`src/rtl/hcr_pkg.sv`:
```
package hcr_pkg;
  localparam int NREG = 7;

  // register slots
  localparam int IDX_CRYPT = 0;
  localparam int IDX_STAT  = 1;
  localparam int IDX_SRC   = 2;
  localparam int IDX_DST   = 3;
  localparam int IDX_KEY   = 4;
  localparam int IDX_LEN   = 5;
  localparam int IDX_CMD   = 6;

  localparam logic [7:0] REG_OFF [NREG] = '{8'h10, 8'h1C, 8'h20, 8'h24, 8'h28, 8'h2C, 8'h30};

  // command and status bit positions
  localparam int DONE_BIT  = 9;
  localparam int IRQEN_BIT = 9;
  localparam int SG_BIT    = 18;
  localparam int MODE_LO   = 7;
  localparam int FAM_LO    = 4;
  localparam int VAR_LO    = 10;
  localparam logic [1:0] MODE_ACCUM = 2'b10;

  typedef enum logic [2:0] {
    ALG_MD5    = 3'd0,
    ALG_SHA1   = 3'd1,
    ALG_SHA224 = 3'd2,
    ALG_SHA256 = 3'd3,
    ALG_SHA512 = 3'd4,
    ALG_SHA384 = 3'd5
  } algo_e;
endpackage

```
`src/rtl/hcr_addr_decode.sv`:
```
module hcr_addr_decode
  import hcr_pkg::*;
#(
  parameter int ADDR_W = 8
) (
  input  logic [ADDR_W-1:0] addr,
  output logic [NREG-1:0]   sel,
  output logic              hit
);
  for (genvar i = 0; i < NREG; i++) begin : g_cmp
    assign sel[i] = (addr == ADDR_W'(REG_OFF[i]));
  end

  assign hit = |sel;

  always_comb begin
    a_onehot_r10: assert ($onehot0(sel));
  end
endmodule

```
`src/rtl/hcr_algo_decode.sv`:
```
module hcr_algo_decode
  import hcr_pkg::*;
(
  input  logic [2:0] fam,
  input  logic [2:0] sub,
  output logic       valid,
  output algo_e      algo
);
  always_comb begin
    valid = 1'b1;
    algo  = ALG_MD5;
    unique case ({fam, sub})
      6'b000_000: algo = ALG_MD5;
      6'b010_000: algo = ALG_SHA1;
      6'b100_000: algo = ALG_SHA224;
      6'b101_000: algo = ALG_SHA256;
      6'b110_000: algo = ALG_SHA512;
      6'b110_001: algo = ALG_SHA384;
      6'b110_010: algo = ALG_SHA256;
      6'b110_011: algo = ALG_SHA224;
      default: begin
        valid = 1'b0;
        algo  = ALG_MD5;
      end
    endcase
  end
endmodule

```
`src/rtl/hcr_status_irq.sv`:
```
module hcr_status_irq (
  input  logic clk,
  input  logic rst_n,
  input  logic done_i,
  input  logic clr_i,
  input  logic arm_i,
  input  logic arm_val_i,
  output logic status_o,
  output logic irq_o
);
  logic stat_q, stat_d;
  logic irq_q, irq_d;
  logic en_q, en_d;

  always_comb begin
    stat_d = stat_q;
    irq_d  = irq_q;
    en_d   = en_q;
    if (arm_i) en_d = arm_val_i;
    if (clr_i) begin
      stat_d = 1'b0;
      if (stat_q) irq_d = 1'b0;
    end
    if (done_i) begin
      stat_d = 1'b1;
      if (en_q) irq_d = 1'b1;
    end
  end

  always_ff @(posedge clk or negedge rst_n) begin
    if (!rst_n) begin
      stat_q <= 1'b0;
      irq_q  <= 1'b0;
      en_q   <= 1'b0;
    end else begin
      stat_q <= stat_d;
      irq_q  <= irq_d;
      en_q   <= en_d;
    end
  end

  assign status_o = stat_q;
  assign irq_o    = irq_q;

  p_done_sets_r7: assert property (@(posedge clk) disable iff (!rst_n)
    done_i |=> status_o);
  p_irq_needs_status_r8: assert property (@(posedge clk) disable iff (!rst_n)
    irq_o |-> status_o);
  p_irq_gated_r8: assert property (@(posedge clk) disable iff (!rst_n)
    (!en_q && !irq_o) |=> !irq_o);
  p_w1c_clears_r9: assert property (@(posedge clk) disable iff (!rst_n)
    (clr_i && !done_i) |=> (!status_o && !irq_o));
endmodule

```
`src/rtl/hashcfg_regs.sv`:
```
module hashcfg_regs
  import hcr_pkg::*;
#(
  parameter int          ADDR_W     = 8,
  parameter int          ADDR_BITS  = 31,
  parameter int          KEY_ALIGN  = 3,
  parameter int          LEN_BITS   = 28,
  parameter logic [31:0] CMD_MASK   = 32'h0014_7FFF
) (
  input  logic              clk,
  input  logic              rst_n,
  input  logic              wr_en,
  input  logic              rd_en,
  input  logic [ADDR_W-1:0] addr,
  input  logic [31:0]       wdata,
  output logic [31:0]       rdata,
  input  logic              done_i,
  output logic              start_o,
  output logic [2:0]        start_algo_o,
  output logic              start_sg_o,
  output logic              start_acc_o,
  output logic              irq_o
);
  localparam logic [32:0] ONE33    = 33'd1;
  localparam logic [31:0] ADDR_MSK = 32'((ONE33 << ADDR_BITS) - ONE33);
  localparam logic [31:0] DST_MSK  = ADDR_MSK & ~32'h7;
  localparam logic [31:0] KEY_MSK  = ADDR_MSK & ~32'((ONE33 << KEY_ALIGN) - ONE33);
  localparam logic [31:0] LEN_MSK  = 32'((ONE33 << LEN_BITS) - ONE33);

  // reset: asynchronous assert, synchronous release
  logic [1:0] rst_sync_q;
  logic       rst_n_s;
  always_ff @(posedge clk or negedge rst_n) begin
    if (!rst_n) rst_sync_q <= 2'b00;
    else        rst_sync_q <= {rst_sync_q[0], 1'b1};
  end
  assign rst_n_s = rst_sync_q[1];

  // offset decode
  logic [NREG-1:0] sel;
  logic            hit;
  logic [NREG-1:0] wr_sel;
  hcr_addr_decode #(.ADDR_W(ADDR_W)) u_adec (.addr(addr), .sel(sel), .hit(hit));
  assign wr_sel = sel & {NREG{wr_en}};

  // command decode on the masked word
  logic [31:0] cmd_w;
  logic        alg_valid;
  algo_e       alg_idx;
  assign cmd_w = wdata & CMD_MASK;
  hcr_algo_decode u_alg (
    .fam  (cmd_w[FAM_LO+2:FAM_LO]),
    .sub  (cmd_w[VAR_LO+2:VAR_LO]),
    .valid(alg_valid),
    .algo (alg_idx)
  );

  logic cmd_go;
  assign cmd_go = wr_sel[IDX_CMD] & alg_valid;

  // storage registers
  logic [31:0] src_q, dst_q, key_q, len_q, cmd_q, crypt_q;
  logic [31:0] src_d, dst_d, key_d, len_d, cmd_d, crypt_d;

  always_comb begin
    src_d   = src_q;
    dst_d   = dst_q;
    key_d   = key_q;
    len_d   = len_q;
    cmd_d   = cmd_q;
    crypt_d = crypt_q;
    if (wr_sel[IDX_SRC])   src_d   = wdata & ADDR_MSK;
    if (wr_sel[IDX_DST])   dst_d   = wdata & DST_MSK;
    if (wr_sel[IDX_KEY])   key_d   = wdata & KEY_MSK;
    if (wr_sel[IDX_LEN])   len_d   = wdata & LEN_MSK;
    if (wr_sel[IDX_CMD])   cmd_d   = cmd_w;
    if (wr_sel[IDX_CRYPT]) crypt_d = wdata;
  end

  always_ff @(posedge clk or negedge rst_n_s) begin
    if (!rst_n_s) begin
      src_q   <= '0;
      dst_q   <= '0;
      key_q   <= '0;
      len_q   <= '0;
      cmd_q   <= '0;
      crypt_q <= '0;
    end else begin
      src_q   <= src_d;
      dst_q   <= dst_d;
      key_q   <= key_d;
      len_q   <= len_d;
      cmd_q   <= cmd_d;
      crypt_q <= crypt_d;
    end
  end

  // start pulse and its payload
  logic       start_q, start_d;
  logic [2:0] salg_q, salg_d;
  logic       ssg_q, ssg_d, sacc_q, sacc_d;

  always_comb begin
    start_d = cmd_go;
    salg_d  = salg_q;
    ssg_d   = ssg_q;
    sacc_d  = sacc_q;
    if (cmd_go) begin
      salg_d = alg_idx;
      ssg_d  = cmd_w[SG_BIT];
      sacc_d = (cmd_w[MODE_LO+1:MODE_LO] == MODE_ACCUM);
    end
  end

  always_ff @(posedge clk or negedge rst_n_s) begin
    if (!rst_n_s) begin
      start_q <= 1'b0;
      salg_q  <= 3'd0;
      ssg_q   <= 1'b0;
      sacc_q  <= 1'b0;
    end else begin
      start_q <= start_d;
      salg_q  <= salg_d;
      ssg_q   <= ssg_d;
      sacc_q  <= sacc_d;
    end
  end

  assign start_o      = start_q;
  assign start_algo_o = salg_q;
  assign start_sg_o   = ssg_q;
  assign start_acc_o  = sacc_q;

  // completion status and interrupt
  logic stat_bit;
  hcr_status_irq u_stat (
    .clk      (clk),
    .rst_n    (rst_n_s),
    .done_i   (done_i),
    .clr_i    (wr_sel[IDX_STAT] & wdata[DONE_BIT]),
    .arm_i    (cmd_go),
    .arm_val_i(cmd_w[IRQEN_BIT]),
    .status_o (stat_bit),
    .irq_o    (irq_o)
  );

  // read path
  logic [31:0] view [NREG];
  logic [31:0] rd_mux;
  logic [31:0] rdata_q, rdata_d;

  always_comb begin
    view[IDX_CRYPT] = crypt_q;
    view[IDX_STAT]  = 32'(stat_bit) << DONE_BIT;
    view[IDX_SRC]   = src_q;
    view[IDX_DST]   = dst_q;
    view[IDX_KEY]   = key_q;
    view[IDX_LEN]   = len_q;
    view[IDX_CMD]   = cmd_q;
    rd_mux = '0;
    for (int i = 0; i < NREG; i++) begin
      if (sel[i]) rd_mux = rd_mux | view[i];
    end
    rdata_d = rd_en ? rd_mux : rdata_q;
  end

  always_ff @(posedge clk or negedge rst_n_s) begin
    if (!rst_n_s) rdata_q <= '0;
    else          rdata_q <= rdata_d;
  end
  assign rdata = rdata_q;

  p_start_from_cmd_r6: assert property (@(posedge clk) disable iff (!rst_n_s)
    start_o |-> $past(wr_en && sel[IDX_CMD]));
  p_invalid_no_start_r5: assert property (@(posedge clk) disable iff (!rst_n_s)
    (wr_sel[IDX_CMD] && !alg_valid) |=> !start_o);
  p_algo_range_r4: assert property (@(posedge clk) disable iff (!rst_n_s)
    start_o |-> (start_algo_o <= 3'd5));
  p_cmd_masked_r3: assert property (@(posedge clk) disable iff (!rst_n_s)
    (cmd_q & ~CMD_MASK) == 32'd0);
  p_ignore_outside_r10: assert property (@(posedge clk) disable iff (!rst_n_s)
    (wr_en && !hit) |=> ($stable(src_q) && $stable(cmd_q) && $stable(len_q)));
  p_rdata_hold_r11: assert property (@(posedge clk) disable iff (!rst_n_s)
    !rd_en |=> $stable(rdata));
endmodule

```
`config.mk`:
```
export PLATFORM = sky130hd
export DESIGN_NAME = hashcfg_regs
export DESIGN_NICKNAME = d
export VERILOG_FILES = /design/src/rtl/hcr_pkg.sv /design/src/rtl/hcr_addr_decode.sv /design/src/rtl/hcr_algo_decode.sv /design/src/rtl/hcr_status_irq.sv /design/src/rtl/hashcfg_regs.sv
export SDC_FILE = /design/constraint.sdc
export NUM_CORES = 1
export LEC_CHECK = 0
export ABC_AREA = 1
export BUFFER_PORTS_ARGS = -buffer_cell sky130_fd_sc_hd__clkbuf_2
export CAP_MARGIN = 20
export CORE_MARGIN = 1.5
export CORE_UTILIZATION = 64
export DETAILED_ROUTE_END_ITERATION = 8
export PLACE_DENSITY = 0.92
export SYNTH_ARGS = -nofsm -noshare
export SYNTH_HDL_FRONTEND = slang
export SYNTH_SLANG_ARGS = --single-unit
```
`constraint.sdc`:
```
create_clock -name clk -period 14.4 [get_ports clk]
set_input_delay 0.72 -clock clk [delete_from_list [all_inputs] [get_ports clk]]
set_output_delay 0.72 -clock clk [all_outputs]
set_load 0.01 [all_outputs]
```
======== Word-level counts from Yosys, hierarchy flattened ========
Index checks and enable logic that the tools add are counted.
W data, S select, Z words.
cells by class
  equal/unequal tests ..................... 15
  mux-type cells .......................... 15
  bitwise logic cells ..................... 9
  reduce and logical (&&, ||, !) cells .... 5
operators by type and width
  kind                  number
  $mux W32              7
  $or A32 B31 Y32       3
  $eq A8 B6 Y1 const B  5
  $eq A6 B6 Y1 const B  6
  $or A32 B10 Y32       1
  $or A32 B21 Y32       1
  $or A32 B28 Y32       1
  $eq A8 B5 Y1 const B  2
  $pmux W3 S5           1
  $reduce_or A8 Y1      1
  $and A7 B7 Y7         1
  $mux W1               7
  $eq A6 B5 Y1 const B  1
  $logic_not A6 Y1      1
  $reduce_or A2 Y1      2
  $and A1 B1 Y1         2
  $eq A2 B2 Y1 const B  1
  $reduce_bool A2 Y1    1
word-level totals
  bits in registers ....................... 207
  output and inout bits ................... 39

======== Longest topological paths before layout ========
  word-level depth ........................ 14
  depth in mapped cells ................... 10

======== Modules after synthesis ========
A second synthesis with hierarchy kept.
unflattened totals
  cells, all modules ...................... 1079
  area, all modules ....................... 8933.6 µm²
by module, submodules not included
  module           times used  cells an instance  area an instance (µm²)
  hashcfg_regs     1           995                8503.2
  hcr_addr_decode  1           44                 191.4
  hcr_algo_decode  1           28                 125.1
  hcr_status_irq   1           12                 113.9

======== Worst setup path before layout ========
Ideal clock, no wire load.
  path type ............................... input to register
  from .................................... input port addr[1]
  to ...................................... register len_q[18]
  data arrival time ....................... 1675 ps
  path slack .............................. 12600 ps
  stages on the path ...................... 10
  cell sequence ........................... inv_1 nand2_2 nor2_2 nand2_2 inv_2 nand2_1 buf_6 buf_2 nand2_1 o21ai_1
on the way
  cells in the longest elaborated chain, start to end .. 2
ends and longest elaborated chain
  element               RTL line               RTL
  start, declared       hashcfg_regs.sv:14     input logic [ADDR_W-1:0] addr,
  $eq A8 B6 Y1          hcr_addr_decode.sv:11  assign sel[i] = (addr == ADDR_W'(REG_OFF[i]));
  $and A7 B7 Y7         hashcfg_regs.sv:44     assign wr_sel = sel & {NREG{wr_en}};
  end signal, assigned  hashcfg_regs.sv:92     len_q <= len_d;
  end, declared         hashcfg_regs.sv:62     logic [31:0] src_q, dst_q, key_q, len_q, cmd_q, crypt_q;
No other way between the ends.
A chain may end at the register's enable or synchronous reset.

======== Worst setup path after layout ========
  from .................................... input port addr[4]
  to ...................................... register len_q[20]
The elaborated chain is that of the path after synthesis.

==> flow_summary_export.csv <==
group,metric,value,unit
job,drv.max_cap_violation_count,0,
power,pwr-share-clk,0.430,
cts,post-cts-setup-buffers,0,
routing,ant_nets,0,
yosys,mapped_area,9090,sq um
cells_and_area,antenna-diode-count,0,
cts,clkLatencyLatePin,0.49,ns
yosys,yosysWarnings,0,
cts,cts_sinks,207,
cts,cts.clk_slew.worst_paths,0.06,ns
cells_and_area,layout.cells.most_common,"sky130_fd_sc_hd__nand2_1",
yosys,netlist-cell-type-count,27,
cells_and_area,layout.core_utilization,0.740,
floorplan,floorplan.io_pins,84,
critical_path,worst_path_arrival_time,3.36,ns
power,p_sw_frac,0.233,
floorplan,core_region_area,13900,sq um
cells_and_area,area_growth_syn_to_layout,13.0,%
critical_path,r2r_slack,12.47,ns
routing,met3_wirelength,1790,um
timing,total_count_of_hold_check_failures_in_the_final_report,0,
critical_path,worst_setup_path_start_kind,"input port",
floorplan,row_count,43,
timing,timing.final.crit_period,3.03,ns
power,power_switching,0.000291,W
cts,clock-root-buffer,"sky130_fd_sc_hd__clkbuf_16",
global_route,antenna_found_initial,0,
routing,met2_length,11000,um
global_route,grt_overflow,0,
cells_and_area,layout-drive-gt1-share,0.148,
power,power_per_cell_area,122,nW/um^2
cts,ctsResizeCount,0,
critical_path,worst_r2r_path_depth,4,
floorplan,die_w,122,um
cts,cts_inserted_buffers,20,
floorplan,die-area,14900,sq um
timing,clock-skew-final,0.00758,ns
yosys,postSynthAreaPerCell,8.42,sq um
power,power.sequential.fraction,0.503,
critical_path,crit-reg2reg-launch,"rst_sync_q[1]",
global_route,globalRouteTotalUtil,0.310,
cts,cts_htree_levels,1,
timing,worst_pin_slew,1.06,ns
outcome,run_status,"completed",
timing,timing.slew.headroom,0.293,
critical_path,timing.critical_path.to_type,"flop",
routing,drtPass1Iterations,6,
floorplan,die_height,122,um
cts,tritoncts_clock_tree,"built",
routing,detail_route.vias_per_cell,5.87,
critical_path,cp.required,14.73,ns
power,post-layout-total-power,0.00125,W
routing,topRoutingLayerUsed,"met4",
worst_hold_path,min_path_type,"flop to asynchronous set/reset pin",
cells_and_area,layout.cells.most_common_list,"321 x sky130_fd_sc_hd__nand2_1, 206 x sky130_fd_sc_hd__dfrtp_1, 113 x sky130_fd_sc_hd__nor2_1",
routing,dr_vias,7811,
power,internal_power,0.000959,W
timing,timing.final.crit_share,0.211,
yosys,post_synth_main_area_contributors,"sky130_fd_sc_hd__dfrtp_1 57%, sky130_fd_sc_hd__nand2_1 13%, sky130_fd_sc_hd__o21ai_0 5.5%, sky130_fd_sc_hd__nand3_1 5.3%, sky130_fd_sc_hd__nor2_1 4.7%",
power,max-vdd-ir-drop,84.5,uV
global_route,first_global_vias,7664,
yosys,synthCells,1079,
timing,grt_setup_unrepaired,"false",
routing,drt_iter0_markers,983,
placement,gp_congestion,0.818,
placement,post-dp-hpwl,12400,um
power,power.combinational.fraction,0.067,
timing,report.final.slew_viol_count,0,
yosys,number_of_enable_type_register_cells_in_the_synthesized_netlist,0,
yosys,post_synth_top_area_cell,"sky130_fd_sc_hd__dfrtp_1",
placement,placedInstanceArea,9450,sq um
critical_path,critPathMaxFanout,56,
global_route,grt_first_pass_wirelength,36600,um
placement,io_buffers,83,
yosys,synth.yosys.seq_area_share,0.570,
routing,wl_per_cell,16.9,um
floorplan,effective_utilization_at_floorplan,0.655,
yosys,synth_top_area_share,0.570,
timing,setup_viol,0,
yosys,yosys_most_used_dff,"sky130_fd_sc_hd__dfrtp_1",
cts,ctsLongestPathBuffers,3,
critical_path,crit_type,"input port to flop",
power,p_leak,5.15,nW
global_route,grt_max_degree,87,
yosys,syn-num-nets,1124,
routing,post_route_drc,0,
routing,postRouteWirelength,22500,um
cells_and_area,fin_nets,1182,
timing,timing.fmax,330,MHz
yosys,async_flop_share,1.00,
critical_path,worst_setup_path_startpoint,"addr[4]",
cells_and_area,layout.cell_area.non_filler,10300,sq um
routing,met1Wirelength,8900,um
timing,setup_total_negative_slack,0,ns
critical_path,worstReg2RegEnd,"crypt_q[29]",
yosys,number_of_storage_elements_in_the_synthesis_netlist,207,
[final cells by class]
class / instances / area, sq um
Multi-Input combinational cell: 747 / 3340
Clock inverter: 4 / 45.0
Timing Repair Buffer: 94 / 588
Fill cell: 926 / 3610
Clock buffer: 32 / 637
Inverter: 67 / 253
Tap cell: 180 / 225
Sequential cell: 207 / 5180
[worst max path at each step]
stage | cells after the start | to | slack [ns]
2_1_floorplan | 0 | cmd_q[0] | 8.20
3_3_place_gp | 6 | src_q[28] | 11.07
3_5_place_dp | 6 | src_q[9] | 10.86
4_1_cts | 6 | src_q[9] | 11.31
5_1_grt | 9 | len_q[20] | 11.16
6_report | 9 | len_q[20] | 11.37
[per-layer routing]
layer  vias to the layer above  global-route usage
met4                         0               0.144
met3                        91              0.0463
met2                       428               0.508
li1                       3569                   -
met5                         -                   0
met1                      3723               0.411
[critical path, stage by stage]
cell and delay [ns]:
sky130_fd_sc_hd__clkbuf_2 0.12, sky130_fd_sc_hd__inv_2 0.07, sky130_fd_sc_hd__nand2_2 0.08, sky130_fd_sc_hd__nor2_8 0.59, sky130_fd_sc_hd__nand2_2 0.37, sky130_fd_sc_hd__inv_2 0.35, sky130_fd_sc_hd__nand2_2 0.63, sky130_fd_sc_hd__nand2_1 0.29
sky130_fd_sc_hd__o21ai_1 0.11
[kinds of logic after synthesis]
group           after synthesis  synth area share
simple gates                556             0.254
flops                       207             0.570
compound gates              190             0.112
buf+inv                     125            0.0643
other cells                   1          0.000413
[cell usage after synthesis (3+ instances only)]
master / number
sky130_fd_sc_hd__clkbuf_1: 23
sky130_fd_sc_hd__nor2_2: 3
sky130_fd_sc_hd__nand2_2: 6
sky130_fd_sc_hd__inv_1: 61
sky130_fd_sc_hd__dfrtp_1: 207
sky130_fd_sc_hd__nand2_1: 325
sky130_fd_sc_hd__nor2_1: 113
sky130_fd_sc_hd__o21ai_2: 17
sky130_fd_sc_hd__nor2_4: 4
sky130_fd_sc_hd__inv_2: 5
sky130_fd_sc_hd__o21ai_0: 99
sky130_fd_sc_hd__nand4_1: 3
sky130_fd_sc_hd__buf_6: 11
sky130_fd_sc_hd__nand3_1: 97
sky130_fd_sc_hd__buf_2: 22
sky130_fd_sc_hd__o21ai_1: 59
sky130_fd_sc_hd__a21oi_1: 14
[repair_timing]
action,in CTS,in global routing
hold buffers,0,1
hold endpoints to repair,0,2
setup endpoints to repair,0,0
[registers in the layout, indices dropped and copies added (netlist names), 2 cells and up]
register and flops:
dst_q 28, crypt_q 32, cmd_q 17, rdata 32, rst_sync_q 2, key_q 28
src_q 31, len_q 28, start_algo_o 3
[metrics by stage]
stage,instances,hold WS (ns),setup slack [ns]
global route,1331,0.322,11.16
CTS,1325,0.00242,11.31
detailed placement,1289,0.291,10.86
finish,1331,0.272,11.37
global placement,1289,0.285,11.07
floorplan,1079,0.331,8.20
[power by group through the flow]
stage                     Combinational [W]  Clock (W)  Sequential, W
after detailed placement          0.0000794          0       0.000638
after global routing              0.0000945   0.000564       0.000631
final                             0.0000833   0.000537       0.000629
after floorplan                   0.0000422          0       0.000643
after global placement            0.0000760          0       0.000636
after CTS                         0.0000811   0.000538       0.000628
Power figures use the tool's default switching activity.
